==> src/rtl/strrep_pkg.sv <==
package strrep_pkg;

  typedef enum logic [1:0] {
    RPT_ALWAYS   = 2'b00,
    RPT_WHILE_EQ = 2'b01,
    RPT_WHILE_NE = 2'b10,
    RPT_RSVD     = 2'b11
  } rpt_kind_e;

  typedef enum logic [2:0] {
    ST_IDLE  = 3'd0,
    ST_CHECK = 3'd1,
    ST_RUN   = 3'd2,
    ST_DONE  = 3'd3,
    ST_SUSP  = 3'd4
  } seq_state_e;

  // Decide whether the loop may continue after a pass, given its zero flag.
  function automatic logic rpt_continue(rpt_kind_e kind, logic zf);
    logic keep;
    unique case (kind)
      RPT_WHILE_EQ: keep = zf;
      RPT_WHILE_NE: keep = ~zf;
      default:      keep = 1'b1;
    endcase
    return keep;
  endfunction

endpackage

==> src/rtl/strrep_rst_sync.sv <==
module strrep_rst_sync #(
  parameter int STAGES = 2
) (
  input  logic clk,
  input  logic rst_n,
  output logic rst_n_sync
);

  logic [STAGES-1:0] chain_q;

  generate
    for (genvar s = 0; s < STAGES; s++) begin : g_stage
      if (s == 0) begin : g_first
        always_ff @(posedge clk or negedge rst_n) begin
          if (!rst_n) chain_q[s] <= 1'b0;
          else        chain_q[s] <= 1'b1;
        end
      end else begin : g_next
        always_ff @(posedge clk or negedge rst_n) begin
          if (!rst_n) chain_q[s] <= 1'b0;
          else        chain_q[s] <= chain_q[s-1];
        end
      end
    end
  endgenerate

  assign rst_n_sync = chain_q[STAGES-1];

endmodule

==> src/rtl/strrep_count.sv <==
module strrep_count #(
  parameter int CNT_W    = 32,
  parameter int NARROW_W = 16
) (
  input  logic             clk,
  input  logic             rst_n,
  input  logic             load_i,
  input  logic [CNT_W-1:0] value_i,
  input  logic             wide_i,
  input  logic             dec_i,
  output logic [CNT_W-1:0] count_o,
  output logic             zero_o,
  output logic             last_o
);

  localparam int UPPER_W = CNT_W - NARROW_W;

  logic [CNT_W-1:0] cnt_q;
  logic [CNT_W-1:0] cnt_d;
  logic [CNT_W-1:0] dec_val;
  logic             wide_q;
  logic             cnt_en;

  generate
    if (UPPER_W > 0) begin : g_split
      logic [NARROW_W-1:0] low_dec;
      assign low_dec = cnt_q[NARROW_W-1:0] - NARROW_W'(1);
      always_comb begin
        if (wide_q) dec_val = cnt_q - CNT_W'(1);
        else        dec_val = {cnt_q[CNT_W-1:NARROW_W], low_dec};
      end
      assign zero_o = wide_q ? (cnt_q == '0) : (cnt_q[NARROW_W-1:0] == '0);
      assign last_o = wide_q ? (cnt_q == CNT_W'(1))
                             : (cnt_q[NARROW_W-1:0] == NARROW_W'(1));

      // upper half untouched by a narrow decrement
      p_upper_keep_r3: assert property (@(posedge clk) disable iff (!rst_n)
        (dec_i && !wide_q) |=> (cnt_q[CNT_W-1:NARROW_W] == $past(cnt_q[CNT_W-1:NARROW_W])));
    end else begin : g_full
      assign dec_val = cnt_q - CNT_W'(1);
      assign zero_o  = (cnt_q == '0);
      assign last_o  = (cnt_q == CNT_W'(1));
    end
  endgenerate

  assign cnt_en = load_i | dec_i;

  always_comb begin
    cnt_d = cnt_q;
    if (load_i)     cnt_d = value_i;
    else if (dec_i) cnt_d = dec_val;
  end

  always_ff @(posedge clk or negedge rst_n) begin
    if (!rst_n) begin
      cnt_q  <= '0;
      wide_q <= 1'b1;
    end else begin
      if (cnt_en) cnt_q  <= cnt_d;
      if (load_i) wide_q <= wide_i;
    end
  end

  assign count_o = cnt_q;

  // a wide decrement lowers the full count by one
  p_dec_step_r3: assert property (@(posedge clk) disable iff (!rst_n)
    (dec_i && wide_q) |=> (cnt_q == $past(cnt_q) - CNT_W'(1)));

endmodule

==> src/rtl/strrep_ctrl.sv <==
module strrep_ctrl
  import strrep_pkg::*;
(
  input  logic       clk,
  input  logic       rst_n,
  input  logic       start_i,
  input  logic [1:0] kind_i,
  input  logic       irq_i,
  input  logic       iter_done_i,
  input  logic       zf_i,
  input  logic       cnt_zero_i,
  input  logic       cnt_last_i,
  output logic       load_o,
  output logic       dec_o,
  output logic       go_o,
  output logic       suspend_o,
  output logic       done_o
);

  seq_state_e state_q, state_d;
  rpt_kind_e  kind_q;
  logic       go_q, go_d;

  always_comb begin
    state_d = state_q;
    load_o  = 1'b0;
    dec_o   = 1'b0;
    go_d    = 1'b0;
    unique case (state_q)
      ST_IDLE: begin
        if (start_i) begin
          load_o  = 1'b1;
          state_d = ST_CHECK;
        end
      end
      ST_CHECK: begin
        if (cnt_zero_i)  state_d = ST_DONE;
        else if (irq_i)  state_d = ST_SUSP;
        else begin
          state_d = ST_RUN;
          go_d    = 1'b1;
        end
      end
      ST_RUN: begin
        if (iter_done_i) begin
          dec_o = 1'b1;
          if (cnt_last_i || !rpt_continue(kind_q, zf_i)) state_d = ST_DONE;
          else                                           state_d = ST_CHECK;
        end
      end
      ST_DONE, ST_SUSP: state_d = ST_IDLE;
      default:          state_d = ST_IDLE;
    endcase
  end

  always_ff @(posedge clk or negedge rst_n) begin
    if (!rst_n) begin
      state_q <= ST_IDLE;
      kind_q  <= RPT_ALWAYS;
      go_q    <= 1'b0;
    end else begin
      state_q <= state_d;
      go_q    <= go_d;
      if (load_o) kind_q <= rpt_kind_e'(kind_i);
    end
  end

  assign go_o      = go_q;
  assign done_o    = (state_q == ST_DONE);
  assign suspend_o = (state_q == ST_SUSP);

  // strobes never overlap
  p_strobe_excl_r8: assert property (@(posedge clk) disable iff (!rst_n)
    $onehot0({go_o, done_o, suspend_o}));

  // end strobes last one cycle and leave the sequencer idle
  p_end_pulse_r8: assert property (@(posedge clk) disable iff (!rst_n)
    (done_o || suspend_o) |=> (!done_o && !suspend_o && state_q == ST_IDLE));

  // an exhausted count in a check cycle finishes without a pass
  p_zero_done_r2: assert property (@(posedge clk) disable iff (!rst_n)
    (state_q == ST_CHECK && cnt_zero_i) |=> (done_o && !go_o));

  // a pending interrupt with count left suspends before the pass
  p_irq_suspend_r6: assert property (@(posedge clk) disable iff (!rst_n)
    (state_q == ST_CHECK && !cnt_zero_i && irq_i) |=> (suspend_o && !go_o));

  // the final decrement ends the loop
  p_last_done_r4: assert property (@(posedge clk) disable iff (!rst_n)
    (state_q == ST_RUN && iter_done_i && cnt_last_i) |=> done_o);

endmodule

==> src/rtl/strrep_seq.sv <==
module strrep_seq #(
  parameter int CNT_W       = 32,
  parameter int NARROW_W    = 16,
  parameter int SYNC_STAGES = 2
) (
  input  logic             clk,
  input  logic             rst_n,
  input  logic             start_i,
  input  logic [1:0]       kind_i,
  input  logic [CNT_W-1:0] count_i,
  input  logic             wide_i,
  input  logic             irq_pend_i,
  input  logic             iter_done_i,
  input  logic             zf_i,
  output logic             iter_go_o,
  output logic [CNT_W-1:0] count_o,
  output logic             suspend_o,
  output logic             done_o
);

  logic rst_n_s;
  logic load;
  logic dec;
  logic cnt_zero;
  logic cnt_last;

  strrep_rst_sync #(.STAGES(SYNC_STAGES)) u_rst (
    .clk        (clk),
    .rst_n      (rst_n),
    .rst_n_sync (rst_n_s)
  );

  strrep_ctrl u_ctrl (
    .clk         (clk),
    .rst_n       (rst_n_s),
    .start_i     (start_i),
    .kind_i      (kind_i),
    .irq_i       (irq_pend_i),
    .iter_done_i (iter_done_i),
    .zf_i        (zf_i),
    .cnt_zero_i  (cnt_zero),
    .cnt_last_i  (cnt_last),
    .load_o      (load),
    .dec_o       (dec),
    .go_o        (iter_go_o),
    .suspend_o   (suspend_o),
    .done_o      (done_o)
  );

  strrep_count #(.CNT_W(CNT_W), .NARROW_W(NARROW_W)) u_count (
    .clk     (clk),
    .rst_n   (rst_n_s),
    .load_i  (load),
    .value_i (count_i),
    .wide_i  (wide_i),
    .dec_i   (dec),
    .count_o (count_o),
    .zero_o  (cnt_zero),
    .last_o  (cnt_last)
  );

  // without a load or an accepted completion the count is frozen
  p_hold_r7: assert property (@(posedge clk) disable iff (!rst_n_s)
    (!load && !dec) |=> $stable(count_o));

endmodule

==> config.mk <==
export PLATFORM = sky130hd
export DESIGN_NAME = strrep_seq
export DESIGN_NICKNAME = d
export VERILOG_FILES = /design/src/rtl/strrep_pkg.sv /design/src/rtl/strrep_rst_sync.sv /design/src/rtl/strrep_count.sv /design/src/rtl/strrep_ctrl.sv /design/src/rtl/strrep_seq.sv
export SDC_FILE = /design/constraint.sdc
export NUM_CORES = 1
export LEC_CHECK = 0
export BUFFER_PORTS_ARGS = -buffer_cell sky130_fd_sc_hd__buf_2
export CAP_MARGIN = 20
export CORE_MARGIN = 2
export CORE_UTILIZATION = 56
export DETAILED_ROUTE_END_ITERATION = 16
export PLACE_DENSITY = 0.86
export SLEW_MARGIN = 10
export SYNTH_ARGS = -nofsm -noshare
export SYNTH_HDL_FRONTEND = slang
export SYNTH_SLANG_ARGS = --single-unit
==> constraint.sdc <==
create_clock -name clk -period 2.6 [get_ports clk]
set_input_delay 0.65 -clock clk [delete_from_list [all_inputs] [get_ports clk]]
set_output_delay 0.65 -clock clk [all_outputs]
set_load 0.02 [all_outputs]
**After elaboration in Yosys (flattened, before gate mapping)**

Cells that the tools add are included.
Widths: inputs -> output; s select.

- Bits of input ports: 41
- Logic and storage cells: 53
- Output and inout port bits: 35
- Flip-flop bits (word level): 41

- Eq/ne operators: 10
- Bitwise gates (word level): 2
- Add/sub/neg operators: 2
- Multiplexer cells: 21
- Reduce and logical (&&, ||, !) cells: 10

Operators with widths:

| cell | count |
|---|---|
| $mux 32 | 3 |
| $eq 32x1->1 const B | 1 |
| $logic_not 32->1 | 1 |
| $sub 32x1->32 const B | 1 |
| $eq 16x1->1 const B | 1 |
| $logic_not 16->1 | 1 |
| $sub 16x1->16 const B | 1 |
| $mux 3 | 4 |
| $mux 1 | 11 |
| $pmux 3 s3 | 1 |
| $eq 3x2->1 const B | 2 |
| $ne 2x2->1 const B | 2 |
| $reduce_and 2->1 | 2 |
| $reduce_bool 2->1 | 2 |
| $eq 3x1->1 const B | 1 |
| $eq 3x3->1 const B | 1 |
| $logic_not 3->1 | 1 |
| $reduce_and 3->1 | 1 |
| $eq 2x1->1 const B | 1 |
| $eq 2x2->1 const B | 1 |
| $mux 2 | 1 |
| $pmux 1 s2 | 1 |
| $logic_not 1->1 | 1 |
| $logic_or 1x1->1 | 1 |
| 2 further kinds | 2 |

**Longest topological paths before layout**

- Depth in word-level cells: 9
- Gate-level depth with buffers: 7
- Depth with buffers taken out: 7

**Cells and area by module**

Synthesis repeated with hierarchy kept, for this count alone.

- Cells, all modules: 247
- Area, all modules: 2275.9 µm²

By module, submodules not included:

| module | cells an instance | instances | area each (µm²) | sequential area each (µm²) |
|---|---|---|---|---|
| strrep_count | 210 | 1 | 1878.1 | 827.0 |
| strrep_ctrl | 34 | 1 | 344.1 | 150.1 |
| strrep_rst_sync | 3 | 1 | 53.8 | 50.0 |

**Worst setup path after synthesis**

OpenSTA, ideal clock, no wires.

- Path type: reg-to-reg
- Start point: register u_count.cnt_q[0], in the netlist u_count.count_o[0]
- End point: register u_count.cnt_q[14], in the netlist u_count.count_o[14]
- Arrival: 1.818 ns
- Clock period less this slack: 1.955 ns
- Setup time: 0.137 ns
- Stages on the path, launching flop included: 8
- Buffers on the path: 0
- Path slack: 0.645 ns
- Data required time: 2.463 ns
- Cells stage by stage: dfrtp_1 -> inv_1 -> ha_1 -> nor4b_2 -> nand3_1 -> or4_1 -> nand3_1 -> o211ai_1

- Word-level cells in the longest chain between the ends: 4
- Elaborated cells between the ends (all ways): 5
- Classes of those cells: add/sub: 2; mux: 3

Ends and longest elaborated chain:

| item | RTL line | source |
|---|---|---|
| from (decl) | strrep_count.sv:18 | `logic [CNT_W-1:0] cnt_q;` |
| from (signal assigned) | strrep_count.sv:59 | `if (cnt_en) cnt_q <= cnt_d;` |
| $sub 32x1->32 / $sub 16x1->16 (equally long branches) | strrep_count.sv:29, strrep_count.sv:27 |  |
| $mux 32 * | strrep_count.sv:29 | `if (wide_q) dec_val = cnt_q - CNT_W'(1);` |
| $mux 32 * | strrep_count.sv:51 | `else if (dec_i) cnt_d = dec_val;` |
| $mux 32 * | strrep_count.sv:50 | `if (load_i) cnt_d = value_i;` |

Every way passes the cells marked *; elsewhere a longest branch is shown, timed or not. The select of a mux whose other input is x is not followed.
A chain may end at the register's enable or synchronous reset.

**Worst setup path after layout**

Same ends and word-level chain as after synthesis.

==> implementation parameters <==
Parameter                              Value

Run status
  Status ... complete, no violations

Global routing
  Initial antenna violation count ... 0
  Global-route wire length before repair ... 10560 um
  Grt ovf ... 0
  Global routing met1 resource utilization ... 36.46%
  Most heavily used metal layer in global routing ... met2
  Combined global-route utilization of all metal layers ... 26.42%
  Met2 track demand over resource ... 41.54%
  Met3 global-route usage ... 3.989%
  Via count of the first global-routing pass ... 2324
  Largest net degree at the start of global routing ... 30

Place
  Gpl congestion ... 0.8573
  Total cell area at the placement stage ... 0.002917 mm^2
  Dpl cells ... ~390
  Number of input and output port buffers inserted ... 75
  Estimated wirelength of the detail-placed design ... 4648 um

Pwr
  Total power density per cell area ... 1175 mW/mm^2
  Internal Power ... 1.821 mW
  Fraction of power consumed by sequential logic ... 39.4%
  Peak supply drop ... 0.0006187 V
  Total leakage power ... 1.270 nW
  Logic pwr share ... approximately half
  Switching part of the total power ... between 40% and 50%
  Switching power total ... 1.709 mW
  Clock share of power ... 12.1%

Timing
  Slew at the pin closest to its max-slew limit ... approximately 0.71 ns
  Maximum operating frequency ... 449.4 MHz
  Setup total negative slack ... 0 ns
  Final number of max-transition violations ... 0
  Final cycle utilization of the critical path ... around 86%
  Setup repair after global routing missed its margin ... false
  Final-report setup violation count ... 0
  Slew Limit Headroom ... 52.36%
  Final Critical Period ... 2.225 ns
  Count of final hold-check violations ... 0
  Final Skew ... 0.008277 ns

CTS
  Buffer cell driving the clock tree root ... sky130_fd_sc_hd__clkbuf_8
  CTS tree ... done
  Total CTS buffers ... 5
  CTS sink count ... 41
  Clock slew at the register clock pins of the worst setup and hold paths ... around 0.07 ns
  Buffers inserted during post-CTS setup optimization ... 0
  Post-CTS sizing ... 0
  H-tree depth ... 2
  Insertion delay of the later-clocked pin in the worst-skew pair ... about 0.3 ns
  Hold-fix buffer count after cts ... 0
  Clock Path Buffers ... 2

Cells and area
  Nets ... 392
  Share of the core filled with cells in the final layout ... 69.44%
  Antenna cell count ... 0
  Area growth from synthesis to final layout ... 20.24%
  Sequential Area ... approximately 0.0010 mm^2
  Fill cell instance count of the final layout ... 355
  Non-filler cells in the finished layout ... approximately 400
  Final non-filler cell area ... between 0.003 and 0.004 mm^2
  Multi-input gate area ... between 0.001 and 0.0015 mm^2
  Fraction of final layout cells sized beyond drive strength 1 ... roughly 30%

Floorplan
  Number of primary I/O pins ... 76
  Initial Util ... 57.75%
  Die span in x ... 70.78 um
  DIE HEIGHT ... 70.78 um
  CORE AREA ... 0.004324 mm^2
  Die Outline Area ... 0.005010 mm^2
  Row cnt ... 24

Logic synthesis
  Async S/R FF share, synth ... 100.0%
  Register bit count reported by yosys ... 41
  Simple logic cell fraction of the synthesized area ... 29.96%
  Syn Nets ... around 320
  Synth Instances ... 272
  EDFF count, synth ... 0
  Average cell area after synthesis ... 9.182 um^2
  Dominant combinational cell family by area after synthesis ... simple AND/OR/NAND/NOR gates
  Main synth FF type ... sky130_fd_sc_hd__dfrtp_1
  Top cells by area in the synthesized netlist ... sky130_fd_sc_hd__dfrtp_1 40%, sky130_fd_sc_hd__xnor2_1 6.3%, sky130_fd_sc_hd__nand2_1 6.0%
  Synth area leader ... sky130_fd_sc_hd__dfrtp_1
  Share of synthesized area spent on multiplexers ... 1.653%
  Share of the synthesized netlist area taken by xor and xnor gates ... 8.066%
  Post-synthesis cell type count ... 57
  Share of the synthesized area in compound gates (AO/OA/AOI/OAI) ... between 10 and 15%
  Sequential-to-total area share from yosys stat ... 41.13%
  List of most frequent post-synthesis cells ... 40 x sky130_fd_sc_hd__dfrtp_1, 40 x sky130_fd_sc_hd__nand2_1, 19 x sky130_fd_sc_hd__o21ai_0
  Synth Cell Area ... between 0.002 and 0.0025 mm^2
  Synth warn ... 0
  Area share of the largest cell type after synthesis ... between 40% and 50%
  Synth Area in Adders ... 2.004%

Detailed routing
  Post-route antenna net violation count ... 0
  Via count normalized by instance count ... 5.917
  Starting DRC count in detailed routing ... 205
  Detailed-route wire length per cell ... around 16 um
  Post-route DRC ... 0
  Final routed wirelength across all metal layers ... 6277 um
  Total number of vias ... 2361
  First-pass detailed-route iteration total ... 6

Critical path
  Critical-path maximum fanout ... 7
  Data arrival time of the worst path ... 2.39 ns
  WP data required ... 2.77 ns
  Worst setup path class ... flip-flop to flip-flop
  CP startpoint kind ... flip-flop
  Cell depth of the worst flop-to-flop path ... 7
  Crit. End Element ... flip-flop

Flow run
  Number of max-cap violations ... 0

Min path
  Hold crit path type ... input port to async pin
==> power by group through the flow <==
stage	clock, mW	combinational, mW	sequential [mW]
final	0.427	1.71	1.39
after global routing	0.464	1.88	1.44
after CTS	0.435	1.72	1.38
after detailed placement	0	1.71	1.39
after global placement	0	1.66	1.37
after floorplan	0	0.929	1.58
==> per-layer routing <==
| metal | share of wire [%] | routed length [um] |
|---|---|---|
| met3 | 6.4 | 399 |
| met1 | 43 | 2700 |
| met5 | 0 | 0 |
| met4 | 1.2 | 76 |
| met2 | 49 | 3101 |
==> critical path: stages (launching register included) <==
cell and delay [ns]:
sky130_fd_sc_hd__dfrtp_1 0.48, sky130_fd_sc_hd__inv_1 0.13, sky130_fd_sc_hd__ha_1 0.20, sky130_fd_sc_hd__nor4b_2 0.40, sky130_fd_sc_hd__nand3_1 0.19, sky130_fd_sc_hd__or4_1 0.46, sky130_fd_sc_hd__nand3_1 0.11, sky130_fd_sc_hd__o211ai_1 0.12
==> worst paths after layout <==
| path | startpoint | endpoint | slack, ns |
|---|---|---|---|
| setup / recovery | u_count.count_o[0]$_DFFE_PN0P_ | u_count.count_o[14]$_DFFE_PN0P_ | 0.37 |
| hold / removal | rst_n | u_rst.chain_q[0]$_DFF_PN0_ | 0.12 |
| setup reg to reg | u_count.count_o[0]$_DFFE_PN0P_ | u_count.count_o[14]$_DFFE_PN0P_ | 0.37 |
| hold reg to reg | u_rst.rst_n_sync$_DFF_PN0_ | u_count.count_o[23]$_DFFE_PN0P_ | 0.29 |
| max in group asynchronous | u_rst.rst_n_sync$_DFF_PN0_ | u_count.wide_q$_DFFE_PN1P_ | 1.48 |
| min in group clk | u_rst.chain_q[0]$_DFF_PN0_ | u_rst.rst_n_sync$_DFF_PN0_ | 0.36 |
==> layout make-up <==
type | count | area share (%)
multi-input cells | 213 | 46.38
flip-flops and latches | 41 | 34.21
repair buffers | 79 | 13.50
clock buffers | 7 | 2.875
well taps | 52 | 2.167
inverters | 7 | 0.8750
==> kinds of logic (layout without fill, tap and decap cells) <==
logic type | after synthesis | count (layout)
buffers and inverters | 18 | 93
other | 1 | 1
AO/OA/AOI/OAI | 56 | 56
multiplexers | 4 | 4
flip-flops | 41 | 41
AND/OR/NAND/NOR | 125 | 125
adder cells (fa/ha/maj) | 4 | 4
XOR/XNOR | 23 | 23
==> cells in the final DEF, fill, tap and decap left out, types with 4 or more instances in the layout <==
master / Yosys / layout
sky130_fd_sc_hd__inv_1: 7 / 7
sky130_fd_sc_hd__nand3_1: 7 / 7
sky130_fd_sc_hd__o21ai_0: 19 / 19
sky130_fd_sc_hd__xor2_1: 5 / 5
sky130_fd_sc_hd__buf_4: 0 / 4
sky130_fd_sc_hd__clkbuf_8: 0 / 6
sky130_fd_sc_hd__nor4_1: 8 / 8
sky130_fd_sc_hd__xnor2_1: 18 / 18
sky130_fd_sc_hd__nand2_1: 40 / 40
sky130_fd_sc_hd__buf_2: 2 / 75
sky130_fd_sc_hd__nor2_1: 17 / 17
sky130_fd_sc_hd__ha_1: 4 / 4
sky130_fd_sc_hd__dfrtp_1: 40 / 40
sky130_fd_sc_hd__nor4_2: 8 / 8
sky130_fd_sc_hd__nor3_1: 11 / 11
sky130_fd_sc_hd__o21ai_1: 12 / 12
sky130_fd_sc_hd__a21oi_1: 4 / 4
sky130_fd_sc_hd__or3_1: 5 / 5
==> registers in the layout, summed over array words and instances, names as in the netlist <==
signal and flops:
u_ctrl.go_o 1, u_rst.chain_q 1, u_count.count_o 32, u_ctrl.state_q 3
u_count.wide_q 1, u_rst.rst_n_sync 1, u_ctrl.kind_q 2
==> per-stage QoR <==
| stage | hold slack [ns] | worst slack [ns] | power (mW) |
|---|---|---|---|
| 3_5_place_dp | 0.3291 | 0.3219 | 3.097 |
| 2_1_floorplan | 0.3312 | 0.6451 | 2.514 |
| 5_1_grt | 0.1088 | 0.2497 | 3.789 |
| 6_report | 0.1212 | 0.3749 | 3.529 |
| 4_1_cts | 0.1142 | 0.4156 | 3.532 |
| 3_3_place_gp | 0.3004 | 0.3737 | 3.035 |
No activity file was read; power rests on OpenSTA's default activity.
